**src/rtl/sdcmd_pkg.sv**
```systemverilog
package sdcmd_pkg;

  typedef enum logic [2:0] {
    ST_IDLE,
    ST_SEND,
    ST_TAIL,
    ST_LISTEN,
    ST_RECV
  } seq_state_e;

  // one serial step of CRC7, generator x^7 + x^3 + 1
  function automatic logic [6:0] crc7_step(input logic [6:0] c, input logic b);
    logic fb;
    fb = b ^ c[6];
    return {c[5:3], c[2] ^ fb, c[1:0], fb};
  endfunction

endpackage

```
**src/rtl/sdcmd_crc7.sv**
```systemverilog
module sdcmd_crc7
  import sdcmd_pkg::*;
(
  input  logic       clk,
  input  logic       rst,
  input  logic       clr,
  input  logic       en,
  input  logic       bit_in,
  output logic [6:0] crc
);

  always_ff @(posedge clk) begin
    if (rst || clr) crc <= '0;
    else if (en)    crc <= crc7_step(crc, bit_in);
  end

endmodule

```
**src/rtl/sdcmd_txframe.sv**
```systemverilog
module sdcmd_txframe
  import sdcmd_pkg::*;
#(
  parameter int IDX_W = 6,
  parameter int ARG_W = 32
) (
  input  logic             clk,
  input  logic             rst,
  input  logic             load,
  input  logic             shift,
  input  logic [IDX_W-1:0] idx,
  input  logic [ARG_W-1:0] arg,
  output logic             bit_out
);

  localparam int BODY_W  = 2 + IDX_W + ARG_W;
  localparam int FRAME_W = BODY_W + 8;

  logic [BODY_W-1:0]  body;
  logic [FRAME_W-1:0] frame_q;

  function automatic logic [6:0] crc_over(input logic [BODY_W-1:0] v);
    logic [6:0] c;
    c = '0;
    for (int i = BODY_W - 1; i >= 0; i--) c = crc7_step(c, v[i]);
    return c;
  endfunction

  assign body = {2'b01, idx, arg};

  always_ff @(posedge clk) begin
    if (rst)        frame_q <= '1;
    else if (load)  frame_q <= {body, crc_over(body), 1'b1};
    else if (shift) frame_q <= {frame_q[FRAME_W-2:0], 1'b1};
  end

  assign bit_out = frame_q[FRAME_W-1];

endmodule

```
**src/rtl/sdcmd_rxcap.sv**
```systemverilog
module sdcmd_rxcap #(
  parameter int SH_W = 127
) (
  input  logic            clk,
  input  logic            rst,
  input  logic            clr,
  input  logic            en,
  input  logic            bit_in,
  output logic [SH_W-1:0] sh
);

  always_ff @(posedge clk) begin
    if (rst || clr) sh <= '0;
    else if (en)    sh <= {sh[SH_W-2:0], bit_in};
  end

endmodule

```
**src/rtl/sdcmd_seq.sv**
```systemverilog
module sdcmd_seq
  import sdcmd_pkg::*;
#(
  parameter int TMO_W     = 16,
  parameter int IDX_W     = 6,
  parameter int ARG_W     = 32,
  parameter int LONG_BITS = 136,
  parameter int PAD_CLKS  = 8
) (
  input  logic             clk,
  input  logic             rst,
  input  logic             tick,
  input  logic             start,
  input  logic [IDX_W-1:0] cmd_index,
  input  logic [ARG_W-1:0] cmd_arg,
  input  logic             want_resp,
  input  logic             long_resp,
  input  logic             skip_crc,
  input  logic             add_pad,
  input  logic [TMO_W-1:0] timeout_lim,
  input  logic             cmd_in,
  output logic             cmd_out,
  output logic             cmd_oe,
  output logic             busy,
  output logic             done,
  output logic [31:0]      resp_word0,
  output logic [31:0]      resp_word1,
  output logic [31:0]      resp_word2,
  output logic [31:0]      resp_word3,
  output logic             err_timeout,
  output logic             err_crc,
  output logic             err_stop
);

  localparam int HDR_BITS   = 8;
  localparam int SHORT_BITS = 2 + IDX_W + ARG_W + 8;
  localparam int CRC_SPAN   = SHORT_BITS - 8;
  localparam int CNT_W      = $clog2(LONG_BITS);
  localparam int SH_W       = LONG_BITS - HDR_BITS - 1;
  localparam int PAD_W      = $clog2(PAD_CLKS + 1);
  localparam int WORD_W     = 32;
  localparam int RESP_W     = 4 * WORD_W;

  seq_state_e       state;
  logic [CNT_W-1:0] bcnt;
  logic [TMO_W-1:0] wcnt, lat_tmo;
  logic [PAD_W-1:0] pcnt;
  logic             lat_resp, lat_long, lat_skip, lat_pad;
  logic [RESP_W-1:0] resp_q;

  logic             load_frame, tx_shift, tx_bit;
  logic             rx_hit, rx_en, crc_en;
  logic [6:0]       crc_calc;
  logic [SH_W-1:0]  sh;
  logic [CNT_W-1:0] last_idx;
  logic [PAD_W-1:0] pad_end;

  assign load_frame = (state == ST_IDLE) && start;
  assign tx_shift   = (state == ST_SEND) && tick;
  assign rx_hit     = (state == ST_LISTEN) && tick && !cmd_in;
  assign rx_en      = (state == ST_RECV) && tick;
  assign crc_en     = rx_en && (bcnt < CNT_W'(CRC_SPAN));
  assign last_idx   = lat_long ? CNT_W'(LONG_BITS - 1) : CNT_W'(SHORT_BITS - 1);
  assign pad_end    = lat_pad ? PAD_W'(PAD_CLKS) : '0;

  sdcmd_txframe #(.IDX_W(IDX_W), .ARG_W(ARG_W)) u_tx (
    .clk(clk), .rst(rst), .load(load_frame), .shift(tx_shift),
    .idx(cmd_index), .arg(cmd_arg), .bit_out(tx_bit)
  );

  sdcmd_crc7 u_crc (
    .clk(clk), .rst(rst), .clr(rx_hit), .en(crc_en),
    .bit_in(cmd_in), .crc(crc_calc)
  );

  sdcmd_rxcap #(.SH_W(SH_W)) u_rx (
    .clk(clk), .rst(rst), .clr(rx_hit), .en(rx_en),
    .bit_in(cmd_in), .sh(sh)
  );

  always_ff @(posedge clk) begin
    if (rst) begin
      state       <= ST_IDLE;
      bcnt        <= '0;
      wcnt        <= '0;
      pcnt        <= '0;
      lat_tmo     <= '0;
      lat_resp    <= 1'b0;
      lat_long    <= 1'b0;
      lat_skip    <= 1'b0;
      lat_pad     <= 1'b0;
      cmd_out     <= 1'b1;
      cmd_oe      <= 1'b0;
      done        <= 1'b0;
      err_timeout <= 1'b0;
      err_crc     <= 1'b0;
      err_stop    <= 1'b0;
      resp_q      <= '0;
    end else begin
      done <= 1'b0;
      unique case (state)
        ST_IDLE: begin
          if (start) begin
            lat_resp    <= want_resp;
            lat_long    <= long_resp;
            lat_skip    <= skip_crc;
            lat_pad     <= add_pad;
            lat_tmo     <= timeout_lim;
            err_timeout <= 1'b0;
            err_crc     <= 1'b0;
            err_stop    <= 1'b0;
            bcnt        <= '0;
            state       <= ST_SEND;
          end
        end
        ST_SEND: begin
          if (tick) begin
            cmd_oe  <= 1'b1;
            cmd_out <= tx_bit;
            if (bcnt == CNT_W'(SHORT_BITS - 1)) begin
              bcnt  <= '0;
              wcnt  <= '0;
              pcnt  <= '0;
              state <= lat_resp ? ST_LISTEN : ST_TAIL;
            end else begin
              bcnt <= bcnt + 1'b1;
            end
          end
        end
        ST_TAIL: begin
          if (tick) begin
            cmd_oe  <= 1'b0;
            cmd_out <= 1'b1;
            if (pcnt == pad_end) begin
              done  <= 1'b1;
              state <= ST_IDLE;
            end else begin
              pcnt <= pcnt + 1'b1;
            end
          end
        end
        ST_LISTEN: begin
          if (tick) begin
            cmd_oe  <= 1'b0;
            cmd_out <= 1'b1;
            if (!cmd_in) begin
              bcnt  <= CNT_W'(1);
              state <= ST_RECV;
            end else if (wcnt == lat_tmo) begin
              err_timeout <= 1'b1;
              done        <= 1'b1;
              state       <= ST_IDLE;
            end else begin
              wcnt <= wcnt + 1'b1;
            end
          end
        end
        ST_RECV: begin
          if (tick) begin
            if (bcnt == last_idx) begin
              err_stop <= !cmd_in;
              err_crc  <= !lat_long && !lat_skip && (sh[6:0] != crc_calc);
              if (lat_long) resp_q <= RESP_W'(sh[SH_W-1:7]);
              else          resp_q <= RESP_W'(sh[ARG_W+6:7]);
              done  <= 1'b1;
              state <= ST_IDLE;
            end else begin
              bcnt <= bcnt + 1'b1;
            end
          end
        end
        default: state <= ST_IDLE;
      endcase
    end
  end

  assign busy       = (state != ST_IDLE);
  assign resp_word0 = resp_q[WORD_W-1:0];
  assign resp_word1 = resp_q[2*WORD_W-1:WORD_W];
  assign resp_word2 = resp_q[3*WORD_W-1:2*WORD_W];
  assign resp_word3 = resp_q[4*WORD_W-1:3*WORD_W];

  // the wire is only driven during a command
  p_oe_in_cmd_r3: assert property (@(posedge clk) disable iff (rst)
    cmd_oe |-> busy);

  // a released wire idles high
  p_release_high_r3: assert property (@(posedge clk) disable iff (rst)
    !cmd_oe |-> cmd_out);

  // bits advance only on card clock ticks
  p_line_on_tick_r1: assert property (@(posedge clk) disable iff (rst)
    !tick |=> $stable(cmd_out));

  // completion is a single cycle and ends the busy window
  p_done_single_r10: assert property (@(posedge clk) disable iff (rst)
    done |=> !done);

  p_done_idle_r10: assert property (@(posedge clk) disable iff (rst)
    done |-> !busy);

  // a timeout reports no other fault
  p_timeout_alone_r8: assert property (@(posedge clk) disable iff (rst)
    err_timeout |-> (!err_crc && !err_stop));

  // long responses never flag CRC
  p_long_no_crc_r5: assert property (@(posedge clk) disable iff (rst)
    (done && lat_long) |-> !err_crc);

endmodule

```
**config.mk**
```make
export PLATFORM = sky130hd
export DESIGN_NAME = sdcmd_seq
export DESIGN_NICKNAME = d
export VERILOG_FILES = /design/src/rtl/sdcmd_pkg.sv /design/src/rtl/sdcmd_crc7.sv /design/src/rtl/sdcmd_txframe.sv /design/src/rtl/sdcmd_rxcap.sv /design/src/rtl/sdcmd_seq.sv
export SDC_FILE = /design/constraint.sdc
export NUM_CORES = 1
export LEC_CHECK = 0
export ABC_CLOCK_PERIOD_IN_PS = 3500
export BUFFER_PORTS_ARGS = -buffer_cell sky130_fd_sc_hd__buf_4
export CAP_MARGIN = 15
export CORE_ASPECT_RATIO = 1.25
export CORE_MARGIN = 1.5
export CORE_UTILIZATION = 57
export DETAILED_ROUTE_END_ITERATION = 10
export PLACE_DENSITY = 0.87
export SLEW_MARGIN = 15
export SYNTH_ARGS = -nofsm -noshare
export SYNTH_HDL_FRONTEND = slang
export SYNTH_SLANG_ARGS = --single-unit
```
**constraint.sdc**
```tcl
create_clock -name clk -period 3.5 [get_ports clk]
set_input_delay 0.525 -clock clk [delete_from_list [all_inputs] [get_ports clk]]
set_output_delay 0.525 -clock clk [all_outputs]
set_load 0.02 [all_outputs]
```
==> summary.md <==
| Metric | Value |
|---|---|
| Largest net degree at the start of global routing | `roughly 110` |
| Crit Path Max Fanout | `95` |
| H-Tree Depth | `2` |
| Via-per-instance ratio | `roughly 5.7` |
| Core area | `roughly 0.025 mm2` |
| Longest Clk Path Bufs | `3` |
| I/O pins | `between 150 and 200` |
| Max-Slew Margin vs Limit | `between 20% and 30%` |
| Min Clock Period, post-route | `3.00 ns` |
| Final Hold Violating Endpoints | `0` |
| Yosys top cell area share | `around half` |
| Syn-to-layout area delta | `18.5%` |
| RSZ-0062 raised after global routing | `false` |
| Initial antenna violation count | `0` |
| Initial DRC count | `just under 900` |
| Cell with the most instances after synthesis | `nand2_1` |
| Synth async-reset ratio | `0%` |
| Row Count | `between 60 and 70` |
| Number of remaining DRC errors | `0` |
| Share of layout cells above drive strength 1 | `roughly 15%` |
| Leak | `approximately 6.3 nW` |
| CP max stage cell | `nor3b_1` |
| Max incr delay on CP | `between 0.6 and 0.7 ns` |
| Power after layout | `approximately 0.01 W` |
| Vias | `around 13000` |
| Max cap viols | `0` |
| Clock Tree Root | `clkbuf_16` |
| First-pass GRT wire length | `about 56 mm` |
| Cell variety after synth | `55` |
| Die Ht | `180 um` |
| Diode count | `0` |
| Clk slew on worst S/H paths | `0.06 ns` |
| Post-DRT Antenna Nets | `0` |
| Initial Utilization | `approximately 58%` |
| CTS tree | `yes` |
| Power per cell area | `592 mW/mm2` |
| Sequential share of power | `between 40% and 50%` |
| Die area | `~0.026 mm2` |
| Post-CTS Hold Buffers | `0` |
| Top cells by area, synth | `dfxtp_1 50%, nand2_1 14%, a21oi_1 9.9%, xnor2_1 4.0%, nand3_1 3.6%` |
| Num CTS Buffers | `35` |
| CP Launch Type | `flop` |
| Sw frac | `between 20% and 30%` |
| Vias in the first global route | `~12000` |
| Number of synthesized flops with an enable pin | `0` |
| 1st-pass router iterations | `5` |
| Worst hold path class | `input pin to flop` |
| Post-synthesis sequential area ratio | `50.1%` |
| Gpl congestion | `0.829` |
| Yosys reg bits | `around 360` |
| Post-CTS setup buffer count | `0` |
| Worst-margin pin slew | `roughly 1.1 ns` |
| # clock sinks | `about 360` |
| YS warnings | `0` |
| R2r setup slk | `between 0.4 and 0.5 ns` |
| DP Wirelength | `roughly 21 mm` |
| Syn Inst Count | `around 1700` |
| Worst path required time | `between 3 and 4 ns` |
| Maximum VDD drop | `between 0.3 and 0.4 mV` |
| Cts repair resizes | `0` |
| Status | `complete, no violations` |
| Wire per inst | `15.3 um` |
| Setup_tns | `0 ns` |
| Max Freq | `approximately 0.33 GHz` |
| Routed WL | `about 34 mm` |
| Clk Latency, worst-skew pair | `a little over 0.5 ns` |
| Final Max Tran Viols | `0` |
| Internal | `around 0.0073 W` |
| Cell area after synthesis | `~0.014 mm2` |
| Crit path cell chain | `nor3b_1, nand2_4, or2_4, buf_12, nand2_1, a21oi_1` |
| Kind of critical path | `flop to flop` |
| Main synth FF type | `dfxtp_1` |
| Final period util | `85.8%` |
| Total track usage | `around a quarter` |
| Clock Power Share | `36.5%` |
| Total grt overflow | `0` |
| Commonest cells post-synth | `542 x nand2_1, 358 x dfxtp_1, 284 x a21oi_1` |
| Fin nets | `1923` |
| Finish-stage setup viols | `0` |
| Mean Syn Cell Area | `approximately 8.2 um2` |
| Worst Skew | `between 0.02 and 0.025 ns` |
| Crit path DAT | `about 3.3 ns` |
| Dominant cell type by area after synthesis | `dfxtp_1` |
| Die Wd | `about 140 um` |
| Combinational cell fraction of total power | `between 10% and 20%` |
| CP Capture Type | `flop` |
| IO Port Bufs | `~190` |
| NetSw | `between 0.002 and 0.003 W` |
==> layout make-up <==
class | count | area, um2
clock buffer | 50 | 982
timing repair buffer | 208 | 1600
multi-input combinational | 1243 | 6620
inverter | 10 | 37.5
clock inverter | 13 | 138
tap | 330 | 413
fill | 1922 | 7630
sequential | 358 | 7170
==> worst paths after layout <==
path                                  startpoint          endpoint  cells after the start
worst max-delay path                    state[2]        resp_q[44]                      6
worst min-delay path                 cmd_arg[19]  u_tx.frame_q[27]                      3
worst max register to register          state[2]        resp_q[44]                      6
worst min register to register  u_tx.frame_q[38]  u_tx.frame_q[38]                      2
==> state kept, by name, indices dropped and copies added (netlist names), 3 cells and up <==
signal / count
bcnt: 8
lat_tmo: 16
pcnt: 4
resp_q: 120
state: 3
u_crc.crc: 7
u_rx.sh: 127
u_tx.frame_q: 47
wcnt: 16
==> per-stage QoR <==
step                      instance area, um2  util (%)  std cells  setup WS [ns]  hold slack [ns]
after global placement                 15800      64.4       2149          0.670            0.429
after global routing                   17000      69.0       2212          0.248            0.256
after detailed placement               15800      64.4       2149          0.564            0.433
after CTS                              17000      69.0       2212          0.531            0.241
final                                  17000      69.0       2212          0.498            0.255
after floorplan                        14300         -       1752          0.908            0.422
==> cell families after synthesis <==
logic type	share of synthesized area, %
compound gates	15.1
simple gates	21.4
fa+ha+maj	0.350
mux	0.559
flops	50.1
buf+inv	4.19
other cells	0.0262
xor+xnor	8.28
==> worst max-delay path, delay by kind of cell (launching register included) <==
family / cells / cell delay, ns
compound gates: 1 / 0.08
buf+inv: 1 / 0.27
flops: 1 / 0.60
simple gates: 4 / 1.81
==> per-layer routing <==
layer | GRT usage (%) | up-vias | routed length, um
li1 | - | 6054 | -
met1 | 31.3 | 5943 | 13500
met2 | 43.6 | 464 | 17000
met3 | 4.33 | 100 | 2170
met4 | 10.6 | 0 | 1220
met5 | 0 | - | 0
==> power by group through the flow <==
stage	clock network (W)	logic [W]	registers (W)
6_report	0.00367	0.00189	0.00448
2_1_floorplan	0	0.00146	0.00451
5_1_grt	0.00389	0.00207	0.00450
4_1_cts	0.00372	0.00188	0.00447
3_3_place_gp	0	0.00181	0.00454
3_5_place_dp	0	0.00187	0.00456
==> placed cells by master (no fill, tap or decap), drive strengths merged, types with 9 or more instances in the layout <==
master	netlist	layout
a211oi	14	14
a21oi	284	284
a221oi	43	43
buf	20	208
clkbuf	121	50
dfxtp	358	358
inv	10	14
nand2	542	542
nand3	104	104
nand4	9	9
nor2	43	43
nor3	9	9
o21ai	11	11
xnor2	66	66
xnor3	17	17
xor2	17	17
(Power assumes the default switching activity.)
